`config.mk`:
```
export PLATFORM = sky130hd
export DESIGN_NAME = b2_ddr_sram
export DESIGN_NICKNAME = d
export VERILOG_FILES = /design/src/rtl/b2sram_pkg.sv /design/src/rtl/b2_cmd_reg.sv /design/src/rtl/b2_wr_stage.sv /design/src/rtl/b2_store.sv /design/src/rtl/b2_rd_out.sv /design/src/rtl/b2_ddr_sram.sv
export SDC_FILE = /design/constraint.sdc
export NUM_CORES = 2
export LEC_CHECK = 0
export ABC_CLOCK_PERIOD_IN_PS = 8800
export BUFFER_PORTS_ARGS = -buffer_cell sky130_fd_sc_hd__buf_2
export CORE_AREA = 2 2 796 798
export CTS_BUF_LIST = sky130_fd_sc_hd__clkbuf_16
export DETAILED_ROUTE_END_ITERATION = 8
export DIE_AREA = 0 0 798 800
export PLACE_DENSITY = 0.5
export SYNTH_ARGS = -nofsm -noshare
export SYNTH_HDL_FRONTEND = slang
export SYNTH_MEMORY_MAX_BITS = 65536
export SYNTH_SLANG_ARGS = --single-unit
```
`constraint.sdc`:
```
create_clock -name clk -period 8.8 [get_ports clk]
set_input_delay 0.44 -clock clk [delete_from_list [all_inputs] [get_ports clk]]
set_output_delay 0.44 -clock clk [all_outputs]
set_load 0.02 [all_outputs]
```
`src/rtl/b2sram_pkg.sv`:
```
package b2sram_pkg;

    parameter int unsigned BEAT_W = 36;
    parameter int unsigned LANES  = 4;
    parameter int unsigned ADDR_W = 6;

    localparam int unsigned LANE_W = BEAT_W / LANES;
    localparam int unsigned WORD_W = 2 * BEAT_W;
    localparam int unsigned WLANES = 2 * LANES;
    localparam int unsigned DEPTH  = 1 << ADDR_W;

    typedef logic [BEAT_W-1:0] beat_t;
    typedef logic [WORD_W-1:0] word_t;
    typedef logic [LANES-1:0]  bmask_t;
    typedef logic [WLANES-1:0] wmask_t;
    typedef logic [ADDR_W-1:0] addr_t;

    // Position of the current cycle inside one command period
    typedef enum logic {
        SLOT_EVEN = 1'b0,
        SLOT_ODD  = 1'b1
    } slot_e;

    typedef struct packed {
        logic  rd;
        logic  wr;
        addr_t addr;
    } cmd_t;

    typedef struct packed {
        beat_t  data;
        bmask_t mask;
    } wbeat_t;

    typedef struct packed {
        logic   vld;
        addr_t  addr;
        word_t  data;
        wmask_t mask;
    } wpend_t;

    // Overlay the enabled lanes of upd onto base
    function automatic word_t lane_merge(word_t base, word_t upd, wmask_t m);
        word_t r;
        r = base;
        for (int i = 0; i < int'(WLANES); i++) begin
            if (m[i]) r[i*LANE_W +: LANE_W] = upd[i*LANE_W +: LANE_W];
        end
        return r;
    endfunction

endpackage

```
`src/rtl/b2_cmd_reg.sv`:
```
module b2_cmd_reg
    import b2sram_pkg::*;
(
    input  logic   clk,
    input  logic   rst,
    input  logic   rd_en,
    input  logic   wr_en,
    input  addr_t  addr,
    input  beat_t  wdata,
    input  bmask_t wbe,
    output slot_e  slot,
    output cmd_t   cmd,
    output wbeat_t beat0
);

    always_ff @(posedge clk) begin
        if (rst) begin
            slot  <= SLOT_EVEN;
            cmd   <= '0;
            beat0 <= '0;
        end else begin
            slot <= (slot == SLOT_EVEN) ? SLOT_ODD : SLOT_EVEN;
            if (slot == SLOT_EVEN) begin
                cmd.rd     <= rd_en;
                cmd.wr     <= wr_en;
                cmd.addr   <= addr;
                beat0.data <= wdata;
                beat0.mask <= wbe;
            end
        end
    end

endmodule

```
`src/rtl/b2_wr_stage.sv`:
```
module b2_wr_stage
    import b2sram_pkg::*;
(
    input  logic   clk,
    input  logic   rst,
    input  slot_e  slot,
    input  logic   wr_go,
    input  addr_t  wr_addr,
    input  wbeat_t beat0,
    input  beat_t  wdata,
    input  bmask_t wbe,
    output wpend_t pend
);

    // Odd edge: second beat lands and the burst becomes pending.
    // Even edge: the array absorbs it, so the entry retires.
    always_ff @(posedge clk) begin
        if (rst) begin
            pend <= '0;
        end else if (slot == SLOT_ODD) begin
            pend.vld  <= wr_go;
            pend.addr <= wr_addr;
            pend.data <= {wdata, beat0.data};
            pend.mask <= {wbe, beat0.mask};
        end else begin
            pend.vld <= 1'b0;
        end
    end

endmodule

```
`src/rtl/b2_store.sv`:
```
module b2_store
    import b2sram_pkg::*;
(
    input  logic   clk,
    input  logic   rst,
    input  slot_e  slot,
    input  logic   rd_go,
    input  addr_t  rd_addr,
    input  wpend_t pend,
    output logic   look_v,
    output word_t  look_word
);

    word_t  mem [DEPTH];
    logic   rq_v;
    addr_t  rq_addr;
    wmask_t fwd_mask;

    always_ff @(posedge clk) begin
        if (rst) begin
            rq_v    <= 1'b0;
            rq_addr <= '0;
        end else if (slot == SLOT_ODD) begin
            rq_v    <= rd_go;
            rq_addr <= rd_addr;
        end
    end

    always_ff @(posedge clk) begin
        if (slot == SLOT_EVEN && pend.vld) begin
            mem[pend.addr] <= lane_merge(mem[pend.addr], pend.data, pend.mask);
        end
    end

    // The pending burst has not reached the array yet: overlay its lanes
    always_comb begin
        fwd_mask  = (pend.vld && pend.addr == rq_addr) ? pend.mask : '0;
        look_word = lane_merge(mem[rq_addr], pend.data, fwd_mask);
        look_v    = rq_v && (slot == SLOT_EVEN);
    end

endmodule

```
`src/rtl/b2_rd_out.sv`:
```
module b2_rd_out
    import b2sram_pkg::*;
(
    input  logic  clk,
    input  logic  rst,
    input  logic  look_v,
    input  word_t look_word,
    output beat_t rdata,
    output logic  rvalid
);

    beat_t hi_q;
    logic  hi_v;

    always_ff @(posedge clk) begin
        if (rst) begin
            rdata  <= '0;
            rvalid <= 1'b0;
            hi_q   <= '0;
            hi_v   <= 1'b0;
        end else if (look_v) begin
            rdata  <= look_word[BEAT_W-1:0];
            hi_q   <= look_word[WORD_W-1:BEAT_W];
            hi_v   <= 1'b1;
            rvalid <= 1'b1;
        end else if (hi_v) begin
            rdata  <= hi_q;
            hi_v   <= 1'b0;
            rvalid <= 1'b1;
        end else begin
            rdata  <= '0;
            rvalid <= 1'b0;
        end
    end

endmodule

```
`src/rtl/b2_ddr_sram.sv`:
```
module b2_ddr_sram
    import b2sram_pkg::*;
(
    input  logic              clk,
    input  logic              rst,
    input  logic              rd_en,
    input  logic              wr_en,
    input  logic [ADDR_W-1:0] addr,
    input  logic [BEAT_W-1:0] wdata,
    input  logic [LANES-1:0]  wbe,
    output logic [BEAT_W-1:0] rdata,
    output logic              rvalid,
    output logic              beat_odd
);

    slot_e  slot;
    cmd_t   cmd;
    wbeat_t beat0;
    wpend_t pend;
    logic   look_v;
    word_t  look_word;

    b2_cmd_reg i_cmd (
        .clk   (clk),
        .rst   (rst),
        .rd_en (rd_en),
        .wr_en (wr_en),
        .addr  (addr),
        .wdata (wdata),
        .wbe   (wbe),
        .slot  (slot),
        .cmd   (cmd),
        .beat0 (beat0)
    );

    b2_wr_stage i_wr (
        .clk     (clk),
        .rst     (rst),
        .slot    (slot),
        .wr_go   (cmd.wr),
        .wr_addr (cmd.addr),
        .beat0   (beat0),
        .wdata   (wdata),
        .wbe     (wbe),
        .pend    (pend)
    );

    b2_store i_store (
        .clk       (clk),
        .rst       (rst),
        .slot      (slot),
        .rd_go     (cmd.rd),
        .rd_addr   (cmd.addr),
        .pend      (pend),
        .look_v    (look_v),
        .look_word (look_word)
    );

    b2_rd_out i_out (
        .clk       (clk),
        .rst       (rst),
        .look_v    (look_v),
        .look_word (look_word),
        .rdata     (rdata),
        .rvalid    (rvalid)
    );

    assign beat_odd = (slot == SLOT_ODD);

endmodule

```
Yosys cells after proc, flatten, opt, wreduce, memory -nomap -nowiden
Memories as Yosys holds them, arrays and structs flattened. A register that Yosys moved wholly into a read port is not among the register bits.
Index checks and enable logic that the tools add are counted.
{"block": "totals", "ff_bits": 211, "mem_count": 1, "elab_cells": 55, "ramBits": 4608, "out_inout_bits": 38, "inputBits": 50}
{"memory": "i_store.mem", "words": 64, "width": 72, "read_ports": 1, "rd_ports_with_merged_regs": 1, "write_ports": 1, "line": "b2_store.sv:14", "rtl": "word_t mem [DEPTH];"}
{"block": "op_classes", "muxes": 35, "bitwise": 1, "reduce_logical": 3}
{"operator": "2-to-1 mux 9 bit", "n": 24}
{"operator": "2-to-1 mux 36 bit", "n": 2}
{"operator": "2-to-1 mux 6 bit", "n": 2}
{"operator": "2-to-1 mux 8 bit", "n": 1}
{"operator": "2-to-1 mux 1 bit", "n": 6}
{"operator": "logical AND 1 bit", "n": 2}
{"operator": "OR reduction 2 bit", "n": 1}
{"operator": "NOT 1 bit", "n": 1}

Logic depth before layout (Yosys ltp)
{"block": "depth", "depth_word": 4, "ltp_mapped": 10, "mapped_depth_nobuf": 5}

Hierarchy
Synthesis repeated with hierarchy kept, for this count alone.
{"block": "hier_totals", "hier_cells": 9150, "hier_area_um2": 185242.7}
{"module": "b2_store", "n_inst": 1, "seq_area_each_um2": 138633.0, "cells_each": 8431, "area_per_inst_um2": 177859.3}
{"module": "b2_wr_stage", "n_inst": 1, "seq_area_each_um2": 1741.7, "cells_each": 280, "area_per_inst_um2": 3093.0}
{"module": "b2_rd_out", "n_inst": 1, "seq_area_each_um2": 1481.4, "cells_each": 282, "area_per_inst_um2": 2555.0}
{"module": "b2_cmd_reg", "n_inst": 1, "seq_area_each_um2": 980.9, "cells_each": 157, "area_per_inst_um2": 1735.4}

Worst setup path after synthesis
Ideal clock, no wire load.
{"block": "synth_path", "path_kind": "reg-to-reg", "from": "register, netlist name i_wr.pend[86]", "to": "memory i_store.mem[48][0] (netlist bit), enable pin", "stages_incl_launch_ff": 7, "arrival_time_ns": 6.334, "setup_time_ns": 0.590, "required_ns": 8.210, "n_path_buf": 3, "period_less_slack_ns": 6.925, "slack_ns": 1.875, "cell_sequence": "dfxtp_1 > clkbuf_1 > clkbuf_1 > clkbuf_1 > nor2b_1 > nand2_1 > nor3_1"}
{"block": "synth_via", "elab_chain_len": 3}
{"item": "logical AND 1 bit", "line": "b2_store.sv:30", "rtl": "if (slot == SLOT_EVEN && pend.vld) begin"}
{"item": "2-to-1 mux 1 bit", "line": "b2_store.sv:30"}
{"item": "2-to-1 mux 1 bit (not written as such)", "line": "b2_store.sv:31", "rtl": "mem[pend.addr] <= lane_merge(mem[pend.addr], pend.data, pend.mask);"}
{"item": "end, declared", "line": "b2_store.sv:14"}
No other way between the ends.

==> metrics.md <==
| Metric | Value |
|---|---|
| Core Box Area | 630,200 µm² |
| Core Util, Final | 34.54% |
| Met2 wire length | 303,100 µm |
| Synthesized area | 188,200 µm² |
| Via count | 103,200 |
| Wire length on met1 | 263,300 µm |
| Clk slew on worst S/H paths | 0.06 ns |
| Worst path bufs/invs | 2 |
| CTS resizes | 0 |
| TNS Setup | 0 ns |
| H-tree depth | 6 |
| CP arrival | 6.07 ns |
| Max_slew headroom | 11.99% |
| Synth Net Count | 9,654 |
| Top Layer Used | met5 |
| DP Cell Count | 17,850 |
| Routed WL per cell | 34.24 µm |
| Area Overhead vs Synth | 15.67% |
| Antenna violations before repair | 45 |
| Leading cell types in the layout, fill and taps excluded | 4,608 x edfxtp_1, 1,490 x mux2i_1, 603 x mux4_2 |
| Simple-Gate Fraction of Synth Area | 2.254% |
| CTS root buffer | clkbuf_16 |
| PortBufs | 87 |
| CTS tree | built |
| ANT nets after route | 0 |
| Filler cell count | 58,640 |
| Period utilisation layout | 61.82% |
| First DRT Iteration DRCs | 13,510 |
| Final GP Congestion | 0.8048 |
| Max_cap viols | 0 |
| Global route total overflow | 0 |
| Total CTS buffers | 528 |
| Fraction of layout cells with a size suffix above 1 | 18.89% |
| Fmax | 183.8 MHz |
| Die X | 798 µm |
| Post-Synth Adder-Cell Area | 0% |
| Maximum clock path buffer count | 4 |
| Status | finished clean |
| Placed cell areas | 200,200 µm² |
| YS warnings | 0 |
| Ys flop type | edfxtp_1 |
| DR vias/cell | 5.468 |
| Metal3 WL | 53,100 µm |
| Vias in the first global route | 101,800 |
| Filler-free cell count of the finished design | 18,870 |
| Largest net degree at the start of global routing | 135 |
| Pwr Density | 229.7 nW/µm² |
| Mean Syn Cell Area | 19.60 µm² |
| Clock Latency Late Sink | 1.10 ns |
| Critical Path Sink Type | flop |
| # IOs | 88 |
| Setup-failing EPs final | 0 |
| Mux cell area share after synthesis | 15.36% |
| Total die area | 638,400 µm² |
| First-pass iteration count of the detailed router | 7 |
| Final worst path period need | 5.441 ns |
| Crit path max fanout | 109 |
| Slowest cell on crit path | dfxtp_4 |
| Design area | 217,700 µm² |
| Hold Vio Cnt, Final | 0 |
| Pins over their slew limit | 0 |
| Worst Hold Class | primary input to flop |
| Post-synthesis sequential area ratio | 75.83% |
| Final Skew | 0.06417 ns |
| Synth Area in XOR/XNOR | 0% |
| Pleak | 0.06508 µW |
| CP cell instances | buf_4 -> buf_12 -> mux2i_1 -> o22ai_1 -> nor4_1 -> nand4_1 -> o221a_2 |
| Routed wire length | 646,000 µm |
| Die Y-Extent | 800 µm |
| RSZ-0062 raised after global routing | no |
| Crit path max-delay family | buffers and inverters |
| Main combinational cell family by area after synthesis | multiplexers |
| First-pass GRT wire length | 870,100 µm |
| Total global-route track usage | 19.62% |
| Async SR Flop Fraction | 0% |
| Complex-gate fraction of the synthesized area | 5.031% |
| Unique masters post-synth | 58 |
| Hold Buf Count CTS | 49 |
| Maximum vdd drop | 186.4 µV |
| WP data required | 9.43 ns |
| DRC viols | 0 |
| Post-CTS Repair Setup Buffers | 0 |
| NumNets Final | 10,100 |
| Clk sinks | 4,825 |
| Number of synthesized flops with an enable pin | 4,608 |
| Total design power | 50,000 µW |
| Critical Path Source Type | flop |
| Starting Density | 29.86% |
| Post-DP HPWL | 361,800 µm |
| Slew @ Worst Pin | 1.320 ns |
| Rows | 292 |
| CP peak stage delay | 1.24 ns |
| Cell count after synthesis | 9,604 |
| Critical path class | flop to flop |
| Commonest non-fill, non-tap cell in the layout | edfxtp_1 |
| #FFs+latches synth | 4,825 |
[sequential cells by signal (all words and copies together) (netlist names), named ones only]
| signal | count |
|---|---|
| i_out.hi_q | 36 |
| i_store.mem | 4608 |
| i_out.hi_v | 1 |
| i_out.rvalid | 1 |
| i_wr.pend | 87 |
| i_cmd.beat0 | 40 |
| i_cmd.cmd | 8 |
| i_out.rdata | 36 |
| i_store.rq_v | 1 |
| i_cmd.slot | 1 |
[worst reg2reg max path: cells and delay by family, from the launching register on]
| kind | cells | cell delay [ns] |
|---|---|---|
| buffers and inverters | 2 | 1.47 |
| DFF | 1 | 1.24 |
| and+or+nand+nor | 2 | 1.04 |
| AOI/OAI and AO/OA | 2 | 0.73 |
| muxes | 1 | 0.46 |
[per-stage QoR]
stage | setup WS (ns) | hold WS, ns
final | 3.359 | 0.07798
after CTS | 3.423 | 0.008353
after detailed placement | 3.437 | 0.4662
after global placement | 3.506 | 0.4606
after global routing | 3.124 | 0.05277
after floorplan | 1.875 | 0.4277
[cells in the mapped netlist, types with 36 or more instances]
cell type     n  area (µm²)
dfxtp_1     217        4344
mux2i_1    1490       14910
buf_4        74       555.5
nor2_1      146       548.0
nand2_1     112       420.4
a22oi_1     504        3784
a21oi_1     254        1271
nand3_1     139       695.7
a22o_1      108       945.9
mux4_2      603       13580
o22ai_1     171        1070
o221ai_1     63       551.8
a221o_1      36       360.4
buf_1        54       202.7
mux2_2       36       405.4
nand2b_1    124       775.7
buf_2       203        1016
nand4_1      46       287.8
clkbuf_1    222       833.3
nor4_1       81       506.7
edfxtp_1   4608      138400
a211o_1      36       315.3
[path summary, 6_finish.rpt]
| kind | from | endpoint | slack, ns | cells after the start |
|---|---|---|---|---|
| min | wr_en | i_cmd.cmd[6]$_SDFFE_PP0N_ | 0.08 | 3 |
| max | flop | i_store.mem[13][53]$_DFFE_PP_ | 3.36 | 7 |
| min reg2reg | i_cmd.beat0[0]$_SDFFE_PP0N_ | i_wr.pend[0]$_SDFFE_PP0P_ | 0.47 | 2 |
| max reg2reg | flop | i_store.mem[13][53]$_DFFE_PP_ | 3.36 | 7 |
[final cells by class]
class | count | area (µm²) | area share, %
multi-input cells | 4201 | 43410 | 19.94
flip-flops and latches | 4825 | 142700 | 65.57
well taps | 8379 | 10480 | 4.816
inverters | 2 | 7.507 | 0.003449
repair buffers | 495 | 4078 | 1.873
clock inverters | 410 | 3431 | 1.576
clock buffers | 539 | 13490 | 6.196
diodes | 17 | 42.54 | 0.01954
[cells by family after synthesis]
| group | Yosys count |
|---|---|
| buffers and inverters | 578 |
| muxes | 2129 |
| DFF | 4825 |
| and+or+nand+nor | 788 |
| AOI/OAI and AO/OA | 1284 |
[where the power goes]
group / internal (µW) / switching [µW] / total [µW]
registers: 25900 / 84.0 / 26000
clock network: 12500 / 9240 / 21700
logic: 580 / 1680 / 2260
total: 39000 / 11000 / 50000
[routing by layer]
layer	vias up	global-route usage, %
met2	5074	31.86
met5	-	0
li1	40980	-
met3	1114	3.638
met4	8	7.026
met1	56000	26.37
(Power assumes the default switching activity.)
